File: config.mk
export PLATFORM = sky130hd
export DESIGN_NAME = spec_load_tracker
export DESIGN_NICKNAME = d
export VERILOG_FILES = /design/src/rtl/sltab_pkg.sv /design/src/rtl/sltab_slot.sv /design/src/rtl/sltab_victim.sv /design/src/rtl/spec_load_tracker.sv
export SDC_FILE = /design/constraint.sdc
export NUM_CORES = 2
export LEC_CHECK = 0
export ABC_AREA = 1
export BUFFER_PORTS_ARGS = -buffer_cell sky130_fd_sc_hd__buf_2
export CORE_MARGIN = 1.5
export CORE_UTILIZATION = 48
export CTS_CLUSTER_DIAMETER = 100
export DETAILED_ROUTE_END_ITERATION = 6
export PLACE_DENSITY_LB_ADDON = 0.1
export SLEW_MARGIN = 10
export SYNTH_ARGS = -nofsm -noshare
export SYNTH_HDL_FRONTEND = slang
export SYNTH_SLANG_ARGS = --single-unit
File: constraint.sdc
create_clock -name clk -period 9.2 [get_ports clk]
set_input_delay 1.84 -clock clk [delete_from_list [all_inputs] [get_ports clk]]
set_output_delay 1.84 -clock clk [all_outputs]
set_load 0.03 [all_outputs]
File: src/rtl/sltab_pkg.sv
package sltab_pkg;

  // Size code is log2 of the access width in bytes.
  function automatic logic [3:0] span_bytes(input logic [1:0] sz);
    return 4'd1 << sz;
  endfunction

  // Two byte ranges share a byte when each one starts before the other ends.
  function automatic logic ranges_overlap(input logic [63:0] a_base, input logic [1:0] a_sz,
                                          input logic [63:0] b_base, input logic [1:0] b_sz);
    logic [64:0] a_end;
    logic [64:0] b_end;
    a_end = {1'b0, a_base} + 65'(span_bytes(a_sz));
    b_end = {1'b0, b_base} + 65'(span_bytes(b_sz));
    return ({1'b0, a_base} < b_end) && ({1'b0, b_base} < a_end);
  endfunction

endpackage

File: src/rtl/sltab_slot.sv
module sltab_slot #(
  parameter int REG_W  = 7,
  parameter int ADDR_W = 32
) (
  input  logic              clk,
  input  logic              rst_n,
  input  logic              flush,
  input  logic              wr_en,
  input  logic [REG_W-1:0]  wr_reg,
  input  logic [ADDR_W-1:0] wr_addr,
  input  logic [1:0]        wr_sz,
  input  logic              st_valid,
  input  logic [ADDR_W-1:0] st_addr,
  input  logic [1:0]        st_sz,
  input  logic              chk_valid,
  input  logic [REG_W-1:0]  chk_reg,
  input  logic              chk_clear,
  output logic              valid_o,
  output logic [REG_W-1:0]  tag_o,
  output logic              chk_match_o,
  output logic              st_kill_o,
  output logic              drop_o,
  output logic              ld_same_o
);
  import sltab_pkg::*;

  logic              valid_q;
  logic [REG_W-1:0]  tag_q;
  logic [ADDR_W-1:0] addr_q;
  logic [1:0]        sz_q;

  assign valid_o     = valid_q;
  assign tag_o       = tag_q;
  assign chk_match_o = chk_valid && valid_q && (tag_q == chk_reg);
  assign st_kill_o   = st_valid && valid_q &&
                       ranges_overlap(64'(addr_q), sz_q, 64'(st_addr), st_sz);
  assign drop_o      = st_kill_o || (chk_match_o && chk_clear);
  assign ld_same_o   = valid_q && (tag_q == wr_reg);

  always_ff @(posedge clk) begin
    if (!rst_n) begin
      valid_q <= 1'b0;
      tag_q   <= '0;
      addr_q  <= '0;
      sz_q    <= '0;
    end else if (flush) begin
      valid_q <= 1'b0;
    end else if (wr_en) begin
      valid_q <= 1'b1;
      tag_q   <= wr_reg;
      addr_q  <= wr_addr;
      sz_q    <= wr_sz;
    end else if (drop_o) begin
      valid_q <= 1'b0;
    end
  end

endmodule

File: src/rtl/sltab_victim.sv
module sltab_victim #(
  parameter int ENTRIES = 8,
  localparam int IDX_W  = $clog2(ENTRIES)
) (
  input  logic               clk,
  input  logic               rst_n,
  input  logic               alloc_req,
  input  logic [ENTRIES-1:0] live,
  input  logic [ENTRIES-1:0] same,
  output logic [IDX_W-1:0]   idx,
  output logic               evict
);
  logic [IDX_W-1:0] ptr_q;
  logic [IDX_W-1:0] same_idx;
  logic [IDX_W-1:0] free_idx;
  logic             any_same;
  logic             any_free;

  always_comb begin
    same_idx = '0;
    any_same = 1'b0;
    free_idx = '0;
    any_free = 1'b0;
    for (int k = ENTRIES - 1; k >= 0; k--) begin
      if (same[k]) begin
        same_idx = IDX_W'(k);
        any_same = 1'b1;
      end
      if (!live[k]) begin
        free_idx = IDX_W'(k);
        any_free = 1'b1;
      end
    end
    evict = alloc_req && !any_same && !any_free;
    idx   = any_same ? same_idx : (any_free ? free_idx : ptr_q);
  end

  always_ff @(posedge clk) begin
    if (!rst_n) ptr_q <= '0;
    else if (evict) ptr_q <= (ptr_q == IDX_W'(ENTRIES - 1)) ? '0 : ptr_q + 1'b1;
  end

  // the replacement pointer steps by exactly one slot per eviction.
  p_rr_step_r9: assert property (@(posedge clk) disable iff (!rst_n)
    evict |=> ptr_q == (($past(ptr_q) == IDX_W'(ENTRIES - 1)) ? '0 : $past(ptr_q) + 1'b1));

  p_rr_hold_r9: assert property (@(posedge clk) disable iff (!rst_n)
    !evict |=> $stable(ptr_q));

endmodule

File: src/rtl/spec_load_tracker.sv
module spec_load_tracker #(
  parameter int REG_W   = 7,
  parameter int ADDR_W  = 32,
  parameter int ENTRIES = 8,
  localparam int IDX_W  = $clog2(ENTRIES)
) (
  input  logic              clk,
  input  logic              rst_n,
  input  logic              flush_all,
  input  logic              ld_valid,
  input  logic [REG_W-1:0]  ld_reg,
  input  logic [ADDR_W-1:0] ld_addr,
  input  logic [1:0]        ld_size,
  input  logic              st_valid,
  input  logic [ADDR_W-1:0] st_addr,
  input  logic [1:0]        st_size,
  input  logic              chk_valid,
  input  logic [REG_W-1:0]  chk_reg,
  input  logic              chk_clear,
  output logic              chk_hit,
  output logic              chk_recover,
  output logic [REG_W-1:0]  chk_miss_reg
);

  logic [ENTRIES-1:0] valid_q;
  logic [REG_W-1:0]   tag_q [ENTRIES];
  logic [ENTRIES-1:0] chk_match;
  logic [ENTRIES-1:0] st_kill;
  logic [ENTRIES-1:0] drop;
  logic [ENTRIES-1:0] ld_same;
  logic [ENTRIES-1:0] live_after;
  logic [IDX_W-1:0]   alloc_idx;
  logic               alloc_evict;
  logic               alloc_req;

  // Store and consuming check act first; the load then lands on what remains.
  assign live_after = valid_q & ~drop;
  assign alloc_req  = ld_valid && !flush_all;

  sltab_victim #(.ENTRIES(ENTRIES)) u_victim (
    .clk       (clk),
    .rst_n     (rst_n),
    .alloc_req (alloc_req),
    .live      (live_after),
    .same      (ld_same & live_after),
    .idx       (alloc_idx),
    .evict     (alloc_evict)
  );

  for (genvar i = 0; i < ENTRIES; i++) begin : g_slot
    sltab_slot #(.REG_W(REG_W), .ADDR_W(ADDR_W)) u_slot (
      .clk         (clk),
      .rst_n       (rst_n),
      .flush       (flush_all),
      .wr_en       (alloc_req && (alloc_idx == IDX_W'(i))),
      .wr_reg      (ld_reg),
      .wr_addr     (ld_addr),
      .wr_sz       (ld_size),
      .st_valid    (st_valid),
      .st_addr     (st_addr),
      .st_sz       (st_size),
      .chk_valid   (chk_valid),
      .chk_reg     (chk_reg),
      .chk_clear   (chk_clear),
      .valid_o     (valid_q[i]),
      .tag_o       (tag_q[i]),
      .chk_match_o (chk_match[i]),
      .st_kill_o   (st_kill[i]),
      .drop_o      (drop[i]),
      .ld_same_o   (ld_same[i])
    );
  end

  assign chk_hit      = |chk_match;
  assign chk_recover  = chk_valid && !chk_hit;
  assign chk_miss_reg = chk_recover ? chk_reg : '0;

  // a register never owns two live records.
  p_one_owner_r8: assert property (@(posedge clk) disable iff (!rst_n)
    chk_valid |-> $countones(chk_match) <= 1);

  // the slot picked for an advanced load holds that register next cycle.
  p_alloc_visible_r2: assert property (@(posedge clk) disable iff (!rst_n)
    alloc_req |=> valid_q[$past(alloc_idx)] && (tag_q[$past(alloc_idx)] == $past(ld_reg)));

  // overlapped records are gone after the store.
  p_store_kill_r3: assert property (@(posedge clk) disable iff (!rst_n)
    (st_valid && !ld_valid && !flush_all) |=> (valid_q & $past(st_kill)) == '0);

  // a store that overlaps nothing leaves the table as it was.
  p_store_quiet_r4: assert property (@(posedge clk) disable iff (!rst_n)
    (st_valid && st_kill == '0 && !ld_valid && !flush_all && !(chk_valid && chk_clear))
      |=> valid_q == $past(valid_q));

  // a keeping check alone changes nothing.
  p_hit_keeps_r5: assert property (@(posedge clk) disable iff (!rst_n)
    (chk_hit && !chk_clear && !st_valid && !ld_valid && !flush_all) |=> valid_q == $past(valid_q));

  // a miss always names the checked register.
  p_miss_names_r6: assert property (@(posedge clk) disable iff (!rst_n)
    (chk_valid && chk_match == '0) |-> (chk_recover && chk_miss_reg == chk_reg));

  // a consuming check removes the record it hit.
  p_clear_drop_r7: assert property (@(posedge clk) disable iff (!rst_n)
    (chk_hit && chk_clear && !ld_valid && !flush_all) |=> (valid_q & $past(chk_match)) == '0);

  // invalidate-all empties the table.
  p_flush_empty_r11: assert property (@(posedge clk) disable iff (!rst_n)
    flush_all |=> valid_q == '0);

endmodule

==> results_dict.tcl <==
set metrics [dict create \
    reg2reg_depth 38 \
    synth-simple-area-share_pct 36.2 \
    p_comb_share_pct 17.1 \
    drt_first_pass_iters 6 \
    synthFlopType "dfxtp_1" \
    drc_errors 0 \
    p_clk_share_pct 45.8 \
    yosys.area_share.xor_xnor_pct 7.17 \
    cts_hold_buf 0 \
    avgSynthCellArea_sq_um 6.38 \
    report.final.hold_viol_count 0 \
    crit_fanout 83 \
    grt_use_met2_pct 55.8 \
    grt_pass1_vias 32100 \
    wl_per_cell_um 19.7 \
    grt_use_met1_pct 44.3 \
    switching_power_mw 1.27 \
    start_util_pct 48.6 \
    synth_top_family_by_area "simple AND/OR/NAND/NOR gates" \
    synth_mux_area_share_pct 0 \
    vdd_drop_max_mv 0.145 \
    die_w_um 270 \
    hold_path.class "reg2reg" \
    period_share_pct 88.7 \
    async_reset_ff_share_pct 0 \
    status "finished, final reports clean" \
    whs_endpoint "u_victim.ptr_q[1]" \
    ant_nets 0 \
    finClkSkew_ns 0.0310 \
    nets 6022 \
    synthAdderAreaFrac_pct 20.1 \
    synth_warnings 0 \
    grt_overflow 0 \
    ff_latch_area_sq_mm 0.00679 \
    slew_viol_final 0 \
    synth.distinct_cells 55 \
    critPathKind "in2reg" \
    max_stage_delay_ns 0.79 \
    tightest_slew_ns 1.24 \
    synth.area.top_cells "dfxtp_1, ha_1, nand2_1, nor2_1, inv_1" \
    finalSetupTns_ns 0 \
    final_layout_size_suffix_gt1_share_pct 5.18 \
    synth_fp_nets 5980 \
    viasPerCell 5.44 \
    pwr_density_cell_mw_per_mm2 109 \
    insertion_delay_ns 0.62 \
    area_delta_synth_final_pct 8.69 \
    cp-end-kind "register" \
    cts_resized 0 \
    ioPinCount 98 \
    clock_sinks 339 \
    r2r_start "g_slot[1].u_slot.sz_q[0]" \
    antenna_found_initial 0 \
    synth_common_cells "nand2_1, nor2_1, inv_1" \
    cts.path.max_buffers 3 \
    row_count 97 \
    sequentialPowerShare_pct 37.2 \
    yosys.cell_count.top_type "nand2_1" \
    rsz0062_at_grt "no" \
    postCtsSetupBuffers 0 \
    crit_top_cell "nand2_1" \
    cp-start-kind "input port" \
    core_sq_mm 0.0701 \
    worst_ep_required_time_ns 9.69 \
    diodes 0 \
    rrSetupSlack_ns 1.87 \
    clockRootBuffer "clkbuf_16" \
    hold_path_depth 2 \
    worst_path_max_delay_cell "xor2_1" \
    htreeDepth 2 \
    syn_inst 5348 \
    cts.clk_slew.worst_paths_ns 0.06 \
    synth_edf_count 0 \
    yosysTopAreaCell "dfxtp_1" \
    synth-seq-area-share_pct 19.9 \
    fin_crit_ns 8.16 \
    via_count 34600 \
    hold_path.startpoint "u_victim.ptr_q[1]" \
    synth_top_cell_area_share_pct 19.9 \
    hpwl_um 94000 \
    fp.dieH_um 270 \
    nFillCells 7371 \
    wirelength_um 125000 \
    relSlewSlack_pct 16.8 \
    cap_violations 0 \
    grt_max_degree 151 \
    cp.arrival_ns 8.64 \
    intPower_mw 2.78 \
    multiInputGateArea_sq_mm 0.0241 \
    drt_iter0_markers 2757 \
    grt_busiest_layer "met2" \
    grt.met3_usage_pct 3.88 \
    die_area_sq_mm 0.0727 \
    cts_tree "built" \
    grt_first_pass_wirelength_um 191000 \
    sw_frac_of_total_pct 31.3 \
    netlist_area_sq_mm 0.0341 \
    io_buffers 97 \
    ys_ff_latch 339 \
    fmax_mhz 123 \
    cts_buffers 45 \
    p_leak_nw 18.0 \
    r2r-end "g_slot[2].u_slot.addr_q[10]" \
    gp_congestion 0.943 \
    finalSetupViolCount 0 \
    fin_util_pct 52.8 \
    track_usage_pct 33.8 \
    synth_compound_area_share_pct 6.91 \
]
routing by layer:
| metal | wire, um | share of wire (%) |
|---|---|---|
| met5 | 0 | 0 |
| met1 | 53900 | 43 |
| met3 | 8970 | 7.2 |
| met4 | 6130 | 4.9 |
| met2 | 56300 | 45 |
stage by stage:
stage / instance area, sq um / setup slack, ns / hold slack, ns / power (mW) / std cells
2_1_floorplan: 34100 / 2.69 / 0.448 / 1.93 / 5348
3_3_place_gp: 35600 / 0.762 / 0.485 / 2.20 / 6283
3_5_place_dp: 35600 / 0.607 / 0.486 / 2.21 / 6283
4_1_cts: 37100 / 1.21 / 0.497 / 4.05 / 6363
5_1_grt: 37100 / 0.596 / 0.521 / 4.20 / 6363
6_report: 37100 / 1.04 / 0.496 / 4.05 / 6363
cells in the final DEF (no fill, tap or decap), drive strengths merged, types with 39 or more instances in the layout:
master,count
dfxtp,339
inv,648
clkbuf,65
ha,534
nand2,1412
nand4,242
nor2,962
xor2,217
nor3,97
nor4,39
buf,157
xnor2,62
o21ai,88
a21oi,224
nand3,182
flip-flops by register name, indices dropped and copies added (netlist names):
signal / flops
g_slot.u_slot.tag_o: 56
g_slot.u_slot.sz_q: 16
u_victim.ptr_q: 3
g_slot.u_slot.addr_q: 256
g_slot.u_slot.valid_o: 8
worst max path at each step:
| stage | startpoint | end | slack, ns | depth (start not counted) |
|---|---|---|---|---|
| 5_1_grt | st_size[1] | g_slot[2].u_slot.addr_q[19] | 0.60 | 37 |
| 6_report | st_size[1] | g_slot[2].u_slot.addr_q[10] | 1.04 | 36 |
| 2_1_floorplan | st_size[1] | g_slot[2].u_slot.addr_q[10] | 2.69 | 38 |
| 4_1_cts | st_size[1] | g_slot[2].u_slot.addr_q[8] | 1.21 | 36 |
| 3_3_place_gp | st_addr[1] | g_slot[2].u_slot.addr_q[5] | 0.76 | 34 |
| 3_5_place_dp | st_size[1] | g_slot[2].u_slot.addr_q[0] | 0.61 | 36 |
power groups by stage:
stage	clock [mW]	combinational, mW	sequential, mW
after global routing	1.93	0.762	1.51
after detailed placement	0	0.674	1.54
after global placement	0	0.668	1.54
final	1.85	0.690	1.50
after CTS	1.87	0.679	1.50
after floorplan	0	0.404	1.53
cell families after synthesis:
| kind of cell | Yosys count |
|---|---|
| AOI/OAI and AO/OA | 417 |
| xor gates and xnor gates | 279 |
| adders and majority gates | 543 |
| buffers and inverters | 811 |
| DFF | 339 |
| and+or+nand+nor | 2959 |
cell type report:
class / count / area share [%]
multi-input cells: 4198 / 65.1
flip-flops and latches: 339 / 18.3
inverters: 649 / 6.57
clock buffers: 65 / 3.59
well taps: 940 / 3.17
repair buffers: 157 / 2.79
clock inverters: 15 / 0.442
worst max-delay path: cells and delay by family:
kind,cells,cell delay (ns)
xor+xnor,1,0.79
simple gates,27,3.73
buf+inv,5,0.99
fa+ha+maj,2,0.72
compound gates,1,0.43
Note: power is estimated with default switching activity, not from simulation.
